$ cat src/rtl/dring_pkg.sv
package dring_pkg;
  localparam int ST_RD_LSB   = 4;
  localparam int ST_EMPTY    = 8;
  localparam int ST_FULL     = 9;
  localparam int ST_ERR      = 10;
  localparam int NOTIFY_BIT  = 16;

  function automatic logic [31:0] pack_status(input logic [3:0] wr_slot,
                                              input logic [3:0] rd_slot,
                                              input logic is_empty,
                                              input logic is_full,
                                              input logic has_err);
    logic [31:0] s;
    s = '0;
    s[3:0] = wr_slot;
    s[ST_RD_LSB +: 4] = rd_slot;
    s[ST_EMPTY] = is_empty;
    s[ST_FULL]  = is_full;
    s[ST_ERR]   = has_err;
    return s;
  endfunction
endpackage

$ cat src/rtl/word_assembler.sv
module word_assembler #(
  parameter int WORD_W = 32,
  parameter int NWORDS = 4,
  localparam int IDX_W = $clog2(NWORDS),
  localparam int ENT_W = WORD_W * NWORDS
) (
  input  logic              clk,
  input  logic              rst,
  input  logic              clr,
  input  logic              wr_en,
  input  logic [WORD_W-1:0] wdata,
  output logic              push,
  output logic [ENT_W-1:0]  entry
);
  localparam logic [IDX_W-1:0] LAST = IDX_W'(NWORDS - 1);

  logic [IDX_W-1:0]  idx;
  logic [WORD_W-1:0] held [NWORDS-1];

  always_ff @(posedge clk) begin
    if (rst || clr) idx <= '0;
    else if (wr_en) idx <= (idx == LAST) ? '0 : idx + 1'b1;
  end

  always_ff @(posedge clk) begin
    if (wr_en && !clr && idx != LAST) held[idx] <= wdata;
  end

  always_comb begin
    for (int i = 0; i < NWORDS - 1; i++) entry[i*WORD_W +: WORD_W] = held[i];
    entry[(NWORDS-1)*WORD_W +: WORD_W] = wdata;
  end

  assign push = wr_en && !clr && (idx == LAST);

  p_wrap_r2: assert property (@(posedge clk) disable iff (rst)
    (wr_en && !clr && idx == LAST) |=> (idx == '0));
  p_clr_idx_r8: assert property (@(posedge clk) disable iff (rst)
    clr |=> (idx == '0));
endmodule

$ cat src/rtl/slot_ring.sv
module slot_ring #(
  parameter int ENTRY_W = 128,
  parameter int DEPTH   = 4,
  localparam int SLOT_W = $clog2(DEPTH),
  localparam int CNT_W  = $clog2(DEPTH + 1)
) (
  input  logic               clk,
  input  logic               rst,
  input  logic               clr,
  input  logic               push,
  input  logic [ENTRY_W-1:0] push_data,
  input  logic               pop,
  input  logic               err_clr,
  output logic [ENTRY_W-1:0] head,
  output logic [SLOT_W-1:0]  wr_slot,
  output logic [SLOT_W-1:0]  rd_slot,
  output logic               empty,
  output logic               full,
  output logic               err
);
  localparam logic [SLOT_W-1:0] LAST_SLOT = SLOT_W'(DEPTH - 1);
  localparam logic [CNT_W-1:0]  FULL_CNT  = CNT_W'(DEPTH);

  logic [ENTRY_W-1:0] mem [DEPTH];
  logic [SLOT_W-1:0]  wr_ptr, rd_ptr;
  logic [CNT_W-1:0]   count;
  logic push_ok, pop_ok, bad;

  assign full    = (count == FULL_CNT);
  assign empty   = (count == '0);
  assign push_ok = push && !full && !clr;
  assign pop_ok  = pop && !empty && !clr;
  assign bad     = !clr && ((push && full) || (pop && empty));

  always_ff @(posedge clk) begin
    if (push_ok) mem[wr_ptr] <= push_data;
  end
  assign head = mem[rd_ptr];

  always_ff @(posedge clk) begin
    if (rst || clr) begin
      wr_ptr <= '0;
      rd_ptr <= '0;
      count  <= '0;
    end else begin
      if (push_ok) wr_ptr <= (wr_ptr == LAST_SLOT) ? '0 : wr_ptr + 1'b1;
      if (pop_ok)  rd_ptr <= (rd_ptr == LAST_SLOT) ? '0 : rd_ptr + 1'b1;
      count <= count + CNT_W'(push_ok) - CNT_W'(pop_ok);
    end
  end

  always_ff @(posedge clk) begin
    if (rst)          err <= 1'b0;
    else if (bad)     err <= 1'b1;
    else if (err_clr) err <= 1'b0;
  end

  assign wr_slot = wr_ptr;
  assign rd_slot = rd_ptr;

  p_flags_excl_r3: assert property (@(posedge clk) disable iff (rst)
    (wr_ptr == rd_ptr) |-> (full ^ empty));
  p_occupancy_r3: assert property (@(posedge clk) disable iff (rst)
    !full |-> (int'(count) == (int'(wr_ptr) + DEPTH - int'(rd_ptr)) % DEPTH));
  p_full_drop_r4: assert property (@(posedge clk) disable iff (rst)
    (push && full && !pop && !clr) |=> ($stable(wr_ptr) && full && err));
  p_empty_pop_r6: assert property (@(posedge clk) disable iff (rst)
    (pop && empty && !clr) |=> (err && $stable(rd_ptr)));
  p_err_sticky_r7: assert property (@(posedge clk) disable iff (rst)
    (err && !err_clr) |=> err);
  p_ring_rst_r8: assert property (@(posedge clk) disable iff (rst)
    clr |=> (empty && wr_ptr == '0 && rd_ptr == '0));
endmodule

$ cat src/rtl/word_serializer.sv
module word_serializer #(
  parameter int WORD_W = 32,
  parameter int NWORDS = 4,
  localparam int IDX_W = $clog2(NWORDS),
  localparam int ENT_W = WORD_W * NWORDS
) (
  input  logic              clk,
  input  logic              rst,
  input  logic              clr,
  input  logic              rd,
  input  logic              empty,
  input  logic [ENT_W-1:0]  head,
  output logic              pop,
  output logic [WORD_W-1:0] rdata
);
  localparam logic [IDX_W-1:0] LAST = IDX_W'(NWORDS - 1);

  logic [IDX_W-1:0] idx;

  assign pop = rd && !clr && (empty || idx == LAST);

  always_ff @(posedge clk) begin
    if (rst) begin
      idx   <= '0;
      rdata <= '0;
    end else if (clr) begin
      idx <= '0;
    end else if (rd) begin
      if (empty) begin
        rdata <= '0;
      end else begin
        rdata <= head[int'(idx)*WORD_W +: WORD_W];
        idx   <= (idx == LAST) ? '0 : idx + 1'b1;
      end
    end
  end

  p_empty_zero_r10: assert property (@(posedge clk) disable iff (rst)
    (rd && empty && !clr) |=> (rdata == '0));
  p_hold_idx_r10: assert property (@(posedge clk) disable iff (rst)
    (rd && empty && !clr) |=> $stable(idx));
endmodule

$ cat src/rtl/desc_ring_queue.sv
module desc_ring_queue
  import dring_pkg::*;
#(
  parameter int WORD_W = 32,
  parameter int NWORDS = 4,
  parameter int DEPTH  = 4,
  localparam int ENT_W  = WORD_W * NWORDS,
  localparam int SLOT_W = $clog2(DEPTH)
) (
  input  logic              clk,
  input  logic              rst,
  input  logic              ring_rst,
  input  logic              dw_en,
  input  logic [WORD_W-1:0] dw_data,
  input  logic              dstat_wr,
  input  logic [31:0]       dstat_wdata,
  output logic [31:0]       dstat,
  input  logic              dq_pop,
  output logic [ENT_W-1:0]  dq_entry,
  output logic              dq_notify,
  input  logic              rp_push,
  input  logic [ENT_W-1:0]  rp_entry,
  input  logic              rr_rd,
  output logic [WORD_W-1:0] rr_data,
  input  logic              rstat_wr,
  input  logic [31:0]       rstat_wdata,
  output logic [31:0]       rstat
);
  localparam int NOTIFY_POS = (NWORDS - 1) * WORD_W + NOTIFY_BIT;

  logic             a_push;
  logic [ENT_W-1:0] a_entry, d_head, r_head;
  logic [SLOT_W-1:0] d_wr, d_rd, r_wr, r_rd;
  logic d_empty, d_full, d_err, r_empty, r_full, r_err, r_pop;
  logic unused_wbits;

  assign unused_wbits = ^{dstat_wdata[31:ST_ERR+1], dstat_wdata[ST_ERR-1:0],
                          rstat_wdata[31:ST_ERR+1], rstat_wdata[ST_ERR-1:0]};

  word_assembler #(.WORD_W(WORD_W), .NWORDS(NWORDS)) u_dasm (
    .clk(clk), .rst(rst), .clr(ring_rst), .wr_en(dw_en), .wdata(dw_data),
    .push(a_push), .entry(a_entry));

  slot_ring #(.ENTRY_W(ENT_W), .DEPTH(DEPTH)) u_dring (
    .clk(clk), .rst(rst), .clr(ring_rst), .push(a_push), .push_data(a_entry),
    .pop(dq_pop), .err_clr(dstat_wr && dstat_wdata[ST_ERR]), .head(d_head),
    .wr_slot(d_wr), .rd_slot(d_rd), .empty(d_empty), .full(d_full), .err(d_err));

  always_ff @(posedge clk) begin
    if (rst) begin
      dq_entry  <= '0;
      dq_notify <= 1'b0;
    end else if (dq_pop && !ring_rst) begin
      dq_entry  <= d_empty ? '0 : d_head;
      dq_notify <= !d_empty && d_head[NOTIFY_POS];
    end
  end

  slot_ring #(.ENTRY_W(ENT_W), .DEPTH(DEPTH)) u_rring (
    .clk(clk), .rst(rst), .clr(ring_rst), .push(rp_push), .push_data(rp_entry),
    .pop(r_pop), .err_clr(rstat_wr && rstat_wdata[ST_ERR]), .head(r_head),
    .wr_slot(r_wr), .rd_slot(r_rd), .empty(r_empty), .full(r_full), .err(r_err));

  word_serializer #(.WORD_W(WORD_W), .NWORDS(NWORDS)) u_rser (
    .clk(clk), .rst(rst), .clr(ring_rst), .rd(rr_rd), .empty(r_empty),
    .head(r_head), .pop(r_pop), .rdata(rr_data));

  assign dstat = pack_status(4'(d_wr), 4'(d_rd), d_empty, d_full, d_err);
  assign rstat = pack_status(4'(r_wr), 4'(r_rd), r_empty, r_full, r_err);

  p_empty_entry_r6: assert property (@(posedge clk) disable iff (rst)
    (dq_pop && d_empty && !ring_rst) |=> (dq_entry == '0 && !dq_notify));
endmodule

$ cat config.mk
export PLATFORM = sky130hd
export DESIGN_NAME = desc_ring_queue
export DESIGN_NICKNAME = d
export VERILOG_FILES = /design/src/rtl/dring_pkg.sv /design/src/rtl/word_assembler.sv /design/src/rtl/slot_ring.sv /design/src/rtl/word_serializer.sv /design/src/rtl/desc_ring_queue.sv
export SDC_FILE = /design/constraint.sdc
export NUM_CORES = 1
export LEC_CHECK = 0
export BUFFER_PORTS_ARGS = -buffer_cell sky130_fd_sc_hd__buf_2
export CAP_MARGIN = 20
export CORE_MARGIN = 4
export CORE_UTILIZATION = 63
export CTS_CLUSTER_SIZE = 30
export DETAILED_ROUTE_END_ITERATION = 8
export PLACE_DENSITY = 0.8
export SYNTH_ARGS = -nofsm -noshare
export SYNTH_HDL_FRONTEND = slang
export SYNTH_SLANG_ARGS = --single-unit
$ cat constraint.sdc
create_clock -name clk -period 16.1 [get_ports clk]
set_clock_uncertainty 0.1 [all_clocks]
set_input_delay 3.22 -clock clk [delete_from_list [all_inputs] [get_ports clk]]
set_output_delay 3.22 -clock clk [all_outputs]
set_load 0.03 [all_outputs]
==> impl_results.md <==
- Hold crit path type: flop to flop
- Antenna viol nets, final: 0
- Yosys top cell by area: edfxtp_1
- CP dominant cell by count: buf_4
- Final setup fails: 0
- Largest family of logic cells by synthesized area: multiplexers
- Chip Width: 284 um
- Worst-Skew Late Latency: 680 ps
- Worst Setup SP: ring_rst
- CP startpoint kind: input port
- WS Path Type: input port to flop
- Worst relative slew slack: 28.0%
- Final hold viol count: 0
- CP Cell Sequence: buf_2 > buf_4 > nand3b_1 > nor2_1 > and2_4 > buf_4 > buf_4
- Fin Setup TNS: 0 ps
- Initial Util: 64.0%
- Detailed Route Iter0 Violations: 2287
- Final wirelength: 104 mm
- Share of layout cells above drive strength 1: between 20 and 30%
- Hold depth: 2
- Most common cell after layout, fill and taps aside: edfxtp_1
- TritonCTS clock tree: yes
- Worst-path cell with the longest stage delay: buf_4
- Synth-to-Final Area Change: 13.3%
- Metal-1 WL: slightly below 40 mm
- MaxCap Viol Count: 0
- Root Driver: clkbuf_16
- Maximum root-to-sink buffer count: 3
- Initial antenna violation count: 28
- Number of buffers added on ports: 345
- Mux contribution to synthesized area: a little over an eighth
- R2r setup slk: approximately 12000 ps
- Total core area: 0.0749 mm2
- Num CTS Buffers: approximately 120
- IR drop worst, VDD: approximately 0.12 mV
- Sequential cell area: 0.0373 mm2
- RePlAce Congestion: approximately 0.79
- Asr flop ratio synth: 0%
- CTS resizes: 0
- Min Tclk post-route: 6410 ps
- Met2 Routed Length: 52.9 mm
- First-pass GRT wire length: 157 mm
- Worst r2r src: u_dasm.idx[0]
- Std-Cell Rows: 100
- IO Pins: about 460
- WL/cell: 27.1 um
- Final Slew Violations: 0
- RSZ-0062 raised after global routing: false
- Complex-gate fraction of the synthesized area: under 10%
- Total gr overflow: 0
- Fmax: 156 MHz
- Syn Inst Count: between 2000 and 2500
- Die Y-Extent: 284 um
- Multi-input gate area: 0.00977 mm2
- Fillers: 4232
- FF-to-FF End: u_dring.mem[0][120]
- H-tree depth: 3
- Vias per cell: about 6.3
- Syn Area/Cell: 20.0 um2
- Syn Std Cell Area: approximately 0.048 mm2
- Status: complete, no violations
- TritonRoute pass-1 iters: 5
- Post-synth EDFFs: 1120
- Hold Startpoint: dq_entry[30]
- Reg2Reg Depth: 6
- Commonest cells after routing, fill and taps aside: edfxtp_1, buf_2, mux4_2
- DP HPWL: 58.6 mm
- Seq/Total Area, Yosys: 77.8%
- Die area: 0.0806 mm2
- Crit share post-route: between 30% and 40%
- Vias in the first global route: about 25000
- Clock Pin Slew Worst Setup and Hold Paths: about 60 ps
- Synth Area in XOR/XNOR: less than 1%
- DR vias: 24300
- Dominant synthesized flop cell: edfxtp_1
- Synth top area share: 70.1%
- Setup crit end kind: flop
- Top Layer Used: met5
- WP data arrival: 6590 ps
- Max FO, Critical Path: 57
- Hold EP: dq_entry[30]
- Power Dens Cells: 121 mW/mm2
- Adder-cell area share of the yosys netlist: 0.553%
- NumNets Final: 3000
- #FFs+latches synth: about 1300
- DRC Markers: 0
- Cts hold-fix bufs: 0
- Post-Synth Simple-Gate Area: about 3%
- CP required: 16290 ps
- Dpl cell area: a little over 0.05 mm2
- Synth area leaders: edfxtp_1, mux4_2, dfxtp_1, a21oi_1, mux2i_1
- GRT Total Usage: 25.7%
- Largest net degree at the start of global routing: 100
- Fin util: 72.5%
- Largest stage delay, worst path: 840 ps
- Lkg Pwr: 0.0176 uW
- Sink Count: ~1300
- Number of setup buffers added after CTS: 0
- Synth unique cells: 41
- Final instance area: approximately 0.054 mm2
- Met3 WL post-DR: 9.05 mm
- Worst-Margin Slew: 1080 ps
- Syn. warnings: 0
## logic make-up (layout without fill, tap and decap cells)
| family | count (synthesis) | after routing |
|---|---|---|
| buf+inv | 214 | 620 |
| xor+xnor | 3 | 3 |
| compound gates | 219 | 219 |
| other cells | 1 | 74 |
| simple gates | 315 | 315 |
| mux | 322 | 322 |
| fa+ha+maj | 20 | 20 |
| flops | 1304 | 1304 |
## routing by layer
| metal | track usage [%] | up-vias |
|---|---|---|
| li1 | - | 10300 |
| met1 | 35.4 | 12700 |
| met2 | 42.1 | 1166 |
| met3 | 4.99 | 204 |
| met4 | 8.85 | 14 |
| met5 | 0 | - |
## cells in the mapped netlist (all sizes together) (2+ instances only)
library cell  count
edfxtp         1120
and2             15
nor3              4
or3               3
xnor2             2
nor2              9
o211ai           32
nand2b            3
clkbuf           83
o21ai             9
buf             116
nand3           130
or4               4
o221ai           32
mux4            256
nor3b             3
nand3b            3
mux2i            66
inv              15
ha               18
dfxtp           184
nand2           135
a21oi           142
fa                2
## state kept, by name, summed over array words and instances (netlist names), named ones only
name             cells
u_dring.wr_slot      2
u_rring.count        3
u_dring.rd_slot      2
u_dring.mem        512
u_rring.err          1
u_rring.wr_slot      2
u_rser.rdata        32
dq_entry           128
u_dring.err          1
u_dasm.held         96
u_dasm.idx           2
u_rring.rd_slot      2
u_rring.mem        512
u_rser.idx           2
u_dring.count        3
## area by class of cell
cell class / count / share of cell area [%]
clock buffer: 183 / 6.32
inverter: 15 / 0.104
timing repair buffer: 378 / 3.69
tap: 969 / 2.23
multi-input combinational: 929 / 18.0
sequential: 1304 / 68.7
antenna: 24 / 0.111
clock inverter: 44 / 0.852
## through the flow
step	std cells	power, uW	hold slack, ps	setup slack, ps
2_1_floorplan	2447	3840	337	8780
3_3_place_gp	3595	3890	341	9140
3_5_place_dp	3595	3900	346	9050
4_1_cts	3822	6630	357	9740
5_1_grt	3835	6800	378	9570
6_report	3846	6590	357	9690
## worst max path at each step
stage | to | slack, ps
3_5_place_dp | u_dring.mem[0][53] | 9050
6_report | u_dring.mem[0][120] | 9690
3_3_place_gp | u_dring.mem[0][122] | 9140
4_1_cts | u_dring.mem[0][120] | 9740
2_1_floorplan | u_rring.mem[1][0] | 8780
5_1_grt | u_dring.mem[0][120] | 9570
## power breakdown
part | switching (uW) | internal (uW)
Combinational | 103 | 36.6
Sequential | 10.6 | 3680
Clock | 1180 | 1580
Total | 1290 | 5300
## critical path: cells and delay by family
family	cells	cell delay, ps
buffers and inverters	4	2170
AND/OR/NAND/NOR	3	1030
(Power assumes the default switching activity.)
